==> src/rtl/scan_convert_pkg.sv <==
package scan_convert_pkg;

    typedef enum logic [1:0] {
        MODE_PAD   = 2'd0,
        MODE_EVEN  = 2'd1,
        MODE_FIXED = 2'd2
    } spc_mode_e;

endpackage

==> src/rtl/scan_spacing_sel.sv <==
module scan_spacing_sel
    import scan_convert_pkg::*;
#(
    parameter int MAX_CH = 16,
    parameter int TW     = 24,
    parameter int CNT_W  = $clog2(MAX_CH + 1),
    parameter int SW     = TW + 1
) (
    input  logic [CNT_W-1:0] chan_cnt,
    input  logic [TW-1:0]    adc_cyc,
    input  logic [TW-1:0]    period_cyc,
    input  logic [TW-1:0]    pad_cyc,
    input  logic             fix_en,
    input  logic [TW-1:0]    fix_cyc,
    output logic [CNT_W-1:0] cnt_eff,
    output logic [SW-1:0]    spacing,
    output spc_mode_e        mode
);
    localparam int PW = SW + CNT_W;

    logic [SW-1:0]    padded;
    logic [PW-1:0]    need;
    logic             fits;
    logic [CNT_W-1:0] divisor;
    logic [TW-1:0]    even;

    always_comb begin
        cnt_eff = (chan_cnt > CNT_W'(MAX_CH)) ? CNT_W'(MAX_CH) : chan_cnt;
        padded  = SW'(adc_cyc) + SW'(pad_cyc);
        need    = PW'(padded) * PW'(cnt_eff);
        fits    = need <= PW'(period_cyc);
        divisor = (cnt_eff == '0) ? CNT_W'(1) : cnt_eff;
        even    = period_cyc / TW'(divisor);

        if (fix_en) begin
            mode    = MODE_FIXED;
            spacing = (fix_cyc == '0) ? SW'(1) : SW'(fix_cyc);
        end else if (fits) begin
            mode    = MODE_PAD;
            spacing = (padded == '0) ? SW'(1) : padded;
        end else begin
            mode    = MODE_EVEN;
            spacing = (even == '0) ? SW'(1) : SW'(even);
        end
    end

endmodule

==> src/rtl/scan_burst_ctrl.sv <==
module scan_burst_ctrl
    import scan_convert_pkg::*;
#(
    parameter int MAX_CH = 16,
    parameter int CNT_W  = $clog2(MAX_CH + 1),
    parameter int IDX_W  = (MAX_CH > 1) ? $clog2(MAX_CH) : 1,
    parameter int SW     = 25
) (
    input  logic             clk,
    input  logic             rst_n,
    input  logic             smp_pulse,
    input  logic [CNT_W-1:0] cnt_eff,
    input  logic [SW-1:0]    sel_spacing,
    input  spc_mode_e        sel_mode,
    output logic             strobe,
    output logic [IDX_W-1:0] chan,
    output logic             overrun,
    output spc_mode_e        mode,
    output logic             busy
);
    typedef struct packed {
        logic             busy;
        logic [CNT_W-1:0] left;
        logic [IDX_W-1:0] chan;
        logic [SW-1:0]    tmr;
        logic [SW-1:0]    spc;
        logic             strobe;
        logic             ovr;
        spc_mode_e        mode;
    } st_t;

    st_t st_d, st_q;

    always_comb begin
        st_d        = st_q;
        st_d.strobe = 1'b0;
        st_d.ovr    = 1'b0;
        if (st_q.busy) begin
            if (smp_pulse) begin
                st_d.ovr = 1'b1;
            end
            if (st_q.tmr != '0) begin
                st_d.tmr = st_q.tmr - SW'(1);
            end else begin
                st_d.strobe = 1'b1;
                st_d.chan   = st_q.chan + IDX_W'(1);
                st_d.left   = st_q.left - CNT_W'(1);
                st_d.tmr    = st_q.spc - SW'(1);
                if (st_q.left == CNT_W'(1)) begin
                    st_d.busy = 1'b0;
                end
            end
        end else if (smp_pulse && cnt_eff != '0) begin
            st_d.strobe = 1'b1;
            st_d.chan   = '0;
            st_d.spc    = sel_spacing;
            st_d.mode   = sel_mode;
            st_d.tmr    = sel_spacing - SW'(1);
            st_d.left   = cnt_eff - CNT_W'(1);
            st_d.busy   = cnt_eff > CNT_W'(1);
        end
    end

    always_ff @(posedge clk or negedge rst_n) begin
        if (!rst_n) begin
            st_q.busy   <= 1'b0;
            st_q.left   <= '0;
            st_q.chan   <= '0;
            st_q.tmr    <= '0;
            st_q.spc    <= '0;
            st_q.strobe <= 1'b0;
            st_q.ovr    <= 1'b0;
            st_q.mode   <= MODE_PAD;
        end else begin
            st_q <= st_d;
        end
    end

    assign strobe  = st_q.strobe;
    assign chan    = st_q.chan;
    assign overrun = st_q.ovr;
    assign mode    = st_q.mode;
    assign busy    = st_q.busy;

endmodule

==> src/rtl/scan_convert_sched.sv <==
module scan_convert_sched
    import scan_convert_pkg::*;
#(
    parameter int MAX_CH = 16,
    parameter int TW     = 24,
    parameter int CNT_W  = $clog2(MAX_CH + 1),
    parameter int IDX_W  = (MAX_CH > 1) ? $clog2(MAX_CH) : 1
) (
    input  logic             clk,
    input  logic             rst_n,
    input  logic             smp_pulse,
    input  logic [CNT_W-1:0] chan_cnt,
    input  logic [TW-1:0]    adc_cyc,
    input  logic [TW-1:0]    period_cyc,
    input  logic [TW-1:0]    pad_cyc,
    input  logic             fix_en,
    input  logic [TW-1:0]    fix_cyc,
    output logic             cnv_strobe,
    output logic [IDX_W-1:0] cnv_chan,
    output logic [1:0]       spc_mode,
    output logic             overrun
);
    localparam int SW = TW + 1;

    logic [CNT_W-1:0] cnt_eff;
    logic [SW-1:0]    sel_spacing;
    spc_mode_e        sel_mode;
    spc_mode_e        cur_mode;
    logic             burst_busy;

    scan_spacing_sel #(
        .MAX_CH(MAX_CH), .TW(TW), .CNT_W(CNT_W), .SW(SW)
    ) u_sel (
        .chan_cnt  (chan_cnt),
        .adc_cyc   (adc_cyc),
        .period_cyc(period_cyc),
        .pad_cyc   (pad_cyc),
        .fix_en    (fix_en),
        .fix_cyc   (fix_cyc),
        .cnt_eff   (cnt_eff),
        .spacing   (sel_spacing),
        .mode      (sel_mode)
    );

    scan_burst_ctrl #(
        .MAX_CH(MAX_CH), .CNT_W(CNT_W), .IDX_W(IDX_W), .SW(SW)
    ) u_ctrl (
        .clk        (clk),
        .rst_n      (rst_n),
        .smp_pulse  (smp_pulse),
        .cnt_eff    (cnt_eff),
        .sel_spacing(sel_spacing),
        .sel_mode   (sel_mode),
        .strobe     (cnv_strobe),
        .chan       (cnv_chan),
        .overrun    (overrun),
        .mode       (cur_mode),
        .busy       (burst_busy)
    );

    assign spc_mode = cur_mode;

endmodule

==> config.mk <==
export PLATFORM = sky130hd
export DESIGN_NAME = scan_convert_sched
export DESIGN_NICKNAME = d
export VERILOG_FILES = /design/src/rtl/scan_convert_pkg.sv /design/src/rtl/scan_spacing_sel.sv /design/src/rtl/scan_burst_ctrl.sv /design/src/rtl/scan_convert_sched.sv
export SDC_FILE = /design/constraint.sdc
export NUM_CORES = 1
export LEC_CHECK = 0
export BUFFER_PORTS_ARGS = -buffer_cell sky130_fd_sc_hd__buf_4
export CAP_MARGIN = 15
export CELL_PAD_IN_SITES_DETAIL_PLACEMENT = 0
export CELL_PAD_IN_SITES_GLOBAL_PLACEMENT = 1
export CORE_MARGIN = 5
export CORE_UTILIZATION = 39
export CTS_CLUSTER_DIAMETER = 100
export DETAILED_ROUTE_END_ITERATION = 8
export GPL_TIMING_DRIVEN = 0
export PLACE_DENSITY_LB_ADDON = 0.3
export SYNTH_ARGS = -nofsm -noshare
export SYNTH_HDL_FRONTEND = slang
export SYNTH_SLANG_ARGS = --single-unit
export TNS_END_PERCENT = 100
==> constraint.sdc <==
create_clock -name clk -period 4 [get_ports clk]
set_input_delay 0.6 -clock clk [delete_from_list [all_inputs] [get_ports clk]]
set_output_delay 0.6 -clock clk [all_outputs]
set_load 0.02 [all_outputs]
==> results of run 1 <==
## synthesized netlist by cell type (27+ instances only)
master / n / area share
nand4_1: 44 / 0.013
ha_1: 181 / 0.11
dfrtp_1: 64 / 0.078
o21bai_1: 36 / 0.013
o21ai_0: 162 / 0.039
mux2i_1: 38 / 0.018
nor2b_1: 36 / 0.011
nand3_1: 71 / 0.017
a21oi_1: 162 / 0.039
a211oi_1: 34 / 0.012
o21a_1: 45 / 0.016
nand2_1: 337 / 0.061
nor4_1: 42 / 0.013
fa_1: 70 / 0.068
nor2_1: 257 / 0.047
o31ai_1: 35 / 0.013
o211ai_1: 31 / 0.011
a31oi_1: 34 / 0.010
inv_1: 185 / 0.034
a21o_1: 30 / 0.011
and2_1: 72 / 0.022
nor3_1: 106 / 0.026
or2_2: 36 / 0.011
xor2_1: 40 / 0.017
nand2b_1: 27 / 0.0082
xnor2_1: 127 / 0.054
clkbuf_1: 49 / 0.0089
## worst register-to-register path, stage by stage, from the launching register on
cell and delay [ns]:
dfrtp_1 0.41, or3_1 0.15, or2_2 0.12, nor2_1 0.05, inv_1 0.12, nor4_4 0.09
a21oi_1 0.25, nand3_1 0.18, inv_1 0.11, nand3_1 0.14, or2_2 0.37, or4_1 0.54
nor2_1 0.30, nand4_1 0.22, a211o_1 0.38, a211oi_1 0.36, o21ai_0 0.13, a22oi_1 0.22
o21ai_0 0.13, a31oi_1 0.16, o211ai_1 0.10
## cells in the final DEF, fill, tap and decap left out, types with 21 or more instances in the layout
cell type / n
fa_1: 69
nand3_1: 62
o21bai_1: 33
ha_1: 155
clkbuf_1: 30
nand4_1: 44
dfrtp_1: 64
nand2_1: 319
a21oi_1: 125
or2_2: 29
and2_1: 70
a21oi_2: 34
and3_1: 23
nor2b_1: 29
xor2_1: 39
a211oi_1: 31
a31oi_1: 32
xnor2_1: 111
buf_4: 356
nor4_1: 36
nor2_2: 21
inv_1: 180
buf_6: 22
o31ai_1: 30
nand2b_1: 25
or3_1: 24
mux2i_1: 29
o21ai_0: 130
o211ai_1: 31
ha_4: 23
nor3_1: 97
a21o_1: 30
o21a_1: 43
nor2_1: 220
o21ai_1: 30
## layer usage
metal / vias up / track usage / share of wire
li1: 11140 / - / -
met2: 786 / 0.4272 / 0.46
met3: 163 / 0.02936 / 0.062
met5: - / 0 / 0
met1: 11350 / 0.3551 / 0.44
met4: 0 / 0.09476 / 0.039
## sequential cells by signal, indices dropped and copies added (netlist names)
register and flops:
u_ctrl.busy 1, u_ctrl.chan 4, u_ctrl.mode 2, u_ctrl.overrun 1
u_ctrl.st_q 55, u_ctrl.strobe 1
## kinds of logic (layout without fill, tap and decap cells)
| family | Yosys count | in the layout | share of synthesized area |
|---|---|---|---|
| compound gates | 814 | 814 | 0.2765 |
| xor+xnor | 169 | 169 | 0.07260 |
| fa+ha+maj | 252 | 252 | 0.1785 |
| buf+inv | 283 | 647 | 0.06069 |
| flops | 64 | 64 | 0.07776 |
| mux | 69 | 69 | 0.03651 |
| simple gates | 1191 | 1191 | 0.2975 |
## metrics by stage
step	setup TNS [ns]	worst slack (ns)	area, sq um
2_1_floorplan	-1544.65	-43.89	21890
3_3_place_gp	-1888.92	-52.98	23570
3_5_place_dp	-1897.73	-53.21	23630
4_1_cts	-1612.88	-45.45	26150
5_1_grt	-1729.20	-48.56	26580
6_report	-1636.48	-46.06	26580
## timing repair
item / CTS / global route
buffers inserted: 197 / 43
endpoints found under the setup margin: 63 / 58
pin swaps: 134 / 75
cloned: 2 / 0
gates resized for setup: 129 / 25
## cell type report
| class | instances | area [sq um] | area share |
|---|---|---|---|
| inverters | 189 | 724.4 | 0.02725 |
| flip-flops and latches | 64 | 1602 | 0.06024 |
| repair buffers | 351 | 2730 | 0.1027 |
| plain buffers | 94 | 755.7 | 0.02843 |
| clock buffers | 13 | 280.3 | 0.01054 |
| multi-input cells | 2495 | 19630 | 0.7385 |
| well taps | 688 | 860.8 | 0.03238 |
## path summary, 6_finish.rpt
| check | from | to | slack [ns] | cells past startpoint |
|---|---|---|---|---|
| worst max-delay path | chan_cnt[4] | u_ctrl.st_q[49]$_DFFE_PN0P_ | -46.06 | 284 |
| worst min-delay path | rst_n | u_ctrl.st_q[20]$_DFFE_PN0P_ | 0.35 | 1 |
| worst max register to register | u_ctrl.st_q[40]$_DFFE_PN0P_ | u_ctrl.st_q[52]$_DFFE_PN0P_ | -0.65 | 20 |
| worst min register to register | u_ctrl.mode[0]$_DFFE_PN0P_ | u_ctrl.mode[0]$_DFFE_PN0P_ | 0.47 | 2 |
| max in group asynchronous | rst_n | u_ctrl.st_q[17]$_DFFE_PN0P_ | 3.03 | 1 |
| min in group clk | u_ctrl.mode[0]$_DFFE_PN0P_ | u_ctrl.mode[0]$_DFFE_PN0P_ | 0.47 | 2 |
==> results.ini, run 1 <==
[cts]
clkSinkCount=64
htreeDepth=3
cts_tree=built
root_buffer=clkbuf_16
clock_latency_ns=0.34
clk_pin_slew_ns=0.06
numCtsBuffers=9
clock_path_buffers=2
hold_buffers=0

[floorplan]
core_area_sq_um=52450
die_y_um=239.8
fp-row-count=84
start_util=0.3927
die-area_sq_um=57510
ios=113
die_x_um=239.8

[final_layout]
layout-drive-gt1-share=0.2639
post-route-util=0.5069
diodes=0
syn_to_final_growth_pct=29.07
nFillCells=5110
final_cells=3894
finalNetCount=3560

[drt]
wl_per_cell_um=20.21
dr.pass1.iters=6
drt_wl_total_um=78710
num_vias=23440
final_antenna_net_count=0
drtIter0Drc=1651
drc=0
via_per_inst=6.020

[synth]
syn_nets=3198
postSynthAreaPerCell_sq_um=7.247
yosysSeqAreaShare=0.07776
synth-async-reset-ratio=1.000
yosysUniqueCellTypes=141
syn_area_sq_um=20600
ys.flop_type=dfrtp_1
netlist_instances=2842
ys_warn_count=0
synth_edf_count=0
ys_ff_latch=64

[global_routing]
antenna_found_initial=1
grt_overflow=0
grt_pass1_vias=22710
grt_start_max_net_pins=65
grt.total_usage=0.2606
grt_pass1_wl_um=122600

[sta]
worstMarginPinSlew_ns=1.195
fin_worst_skew_ns=0.008170
hold_violations=0
timing.final.ws_setup_ns=-46.06
max_freq_ghz=0.01997
period_share=12.52
slew_viol_final=0
rsz0062_at_grt=yes
layout_min_cycle_time_ns=50.06
hold_slack_ns=0.3522
slew-limit-headroom=0.2035
setup_viol=56

[critical_path]
cp-end-kind=flop
critPathKind=primary input to flop
critPathTopFamily=compound AO/OA/AOI/OAI gates
worstPathArrival_ns=50.26
critical_path_buf_inv_count=48
cpPeakStageDelay_ns=0.57
startpoint_type=primary input
slowest_stage=or4_4
required_ns=4.19
critPathMostFrequentCell=o21a_1
critPathMaxFanout=10

[placed_design]
portBuffers=109
gp_congestion=0.9233
dpl.hpwl_um=61000
numPlacedInstances=3641

[hold_path]
hold_class=primary input to async pin

[status]
violations=negative setup slack
status=complete, but fails checks

[flow_run]
drv_cap=0

Power of run 1 is left out: the tool's default activity adds up to more than one toggle a clock period on the data nets, which glitch-free logic cannot reach.
==> run 2, diff against run 1 <==
CAP_MARGIN = not set   (was 15)
CORE_ASPECT_RATIO = 1.5   (was not set)
==> run 2 against run 1 <==
The flow still finishes with violations (negative setup slack). Non-clock buffer count grew 179. Final area grew 9.0%. Die area grew 0.16%. Hold slack lost 0.0055 ns. Global-route usage grew 1.3 points. Utilization grew 4.6 points. Critical endpoint unchanged.
==> results.ini, run 2 (synthesis results as in run 1) <==
[cts]
clk_pin_slew_ns=0.06
root_buffer=clkbuf_16
hold_buffers=0
htreeDepth=3
clkSinkCount=64
numCtsBuffers=9
clock_latency_ns=0.36
clock_path_buffers=2
cts_tree=built

[placed_design]
dpl.hpwl_um=63590
portBuffers=109
gp_congestion=0.9770

[floorplan]
core_area_sq_um=52450
die_x_um=197.6
start_util=0.3927
fp-row-count=103
ios=113
die-area_sq_um=57600
die_y_um=291.5

[critical_path]
reg2reg_from=u_ctrl.st_q[40]$_DFFE_PN0P_
worstPathArrival_ns=48.31
r2r_slack_ns=-0.90
reg2regPathDepth=19
reg2reg_to=u_ctrl.st_q[53]$_DFFE_PN0P_
critPathKind=primary input to flop
required_ns=4.21
slowest_stage=or4_1
cp-end-kind=flop
critPathMostFrequentCell=o21a_1
cpPeakStageDelay_ns=0.52
critPathMaxFanout=7
startpoint_type=primary input

[global_routing]
met1_usage=0.3087
grt.total_usage=0.2736
antenna_found_initial=1
grt_pass1_vias=24190
grt_overflow=0
grt_start_max_net_pins=65
grt_pass1_wl_um=128300
met2_usage=0.5090
met3_usage=0.02663
busiest_layer=met2

[sta]
fin_worst_skew_ns=0.005034
hold_violations=0
layout_min_cycle_time_ns=48.10
worstMarginPinSlew_ns=1.436
rsz0062_at_grt=yes
hold_slack_ns=0.3467
period_share=12.02
setup_viol=52
slew-limit-headroom=0.03058
max_freq_ghz=0.02079
timing.final.ws_setup_ns=-44.10
slew_viol_final=0

[drt]
drtIter0Drc=1534
wl_per_cell_um=21.08
via_per_inst=6.008
final_antenna_net_count=0
num_vias=24460
drt_wl_total_um=85800
dr.pass1.iters=8
drc=0

[final_layout]
layout-drive-gt1-share=0.3358
reg.largest.list=u_ctrl.st_q x55, u_ctrl.chan x4, u_ctrl.mode x2
regMostFlops=u_ctrl.st_q
syn_to_final_growth_pct=40.69
diodes=0
nFillCells=4825
final_common_cell=buf_4
largest_register_ffs=55
final_cell_mix=buf_4, nand2_1, nor2_1
finalNetCount=3740

[status]
violations=negative setup slack
status=complete, but fails checks

[flow_run]
drv_cap=0

[hold_path]
hold_class=primary input to async pin

## run 2: routing by layer
layer	vias up	part of all wire
met4	0	0.059
met5	-	0
li1	11470	-
met2	933	0.51
met1	11750	0.38
met3	299	0.050
## run 2: cell type report
type	instances	area (sq um)	area share
Inverter	189	730.7	0.02522
Clock buffer	12	246.5	0.008506
Multi-Input combinational cell	2495	20580	0.7101
Buffer	85	680.7	0.02349
Sequential cell	64	1602	0.05527
Timing Repair Buffer	539	4249	0.1466
Clock inverter	4	30.03	0.001036
Tap cell	682	853.3	0.02945
Timing Repair inverter	1	7.507	0.0002591
## run 2: worst max-delay path by stage
stage / start / to / slack, ns / cells past startpoint
after floorplan: chan_cnt[4] / u_ctrl.st_q[49]$_DFFE_PN0P_ / -43.89 / 269
after global placement: chan_cnt[4] / u_ctrl.st_q[49]$_DFFE_PN0P_ / -52.72 / 266
after detailed placement: chan_cnt[4] / u_ctrl.st_q[49]$_DFFE_PN0P_ / -53.41 / 262
after CTS: chan_cnt[4] / u_ctrl.st_q[39]$_DFFE_PN0P_ / -44.48 / 269
after global routing: chan_cnt[4] / u_ctrl.st_q[49]$_DFFE_PN0P_ / -46.07 / 266
final: chan_cnt[4] / u_ctrl.st_q[49]$_DFFE_PN0P_ / -44.10 / 266
## run 2: what timing repair did
item	CTS	global route
pin swaps	203	257
gates cloned	2	0
buffers inserted	293	142
endpoints found under the setup margin	62	53
gates resized for setup	183	219
## run 2: worst max-delay path, delay by kind of cell
kind	cells	cell delay, ns
compound gates	94	17.39
simple gates	102	16.35
fa+ha+maj	24	6.72
mux	7	1.70
buf+inv	24	2.82
xor+xnor	15	2.63
## run 2: per-stage QoR
stage / cell area (sq um) / util / setup TNS [ns] / cells / worst slack, ns
floorplan: 21890 / - / -1544.65 / 2842 / -43.89
global placement: 23560 / 0.4492 / -1878.89 / 3633 / -52.72
detailed placement: 23570 / 0.4493 / -1900.81 / 3633 / -53.41
CTS: 26980 / 0.5144 / -1575.36 / 3940 / -44.48
global route: 28980 / 0.5524 / -1633.51 / 4071 / -46.07
finish: 28980 / 0.5524 / -1562.74 / 4071 / -44.10
Power of run 2 is left out for the same reason.
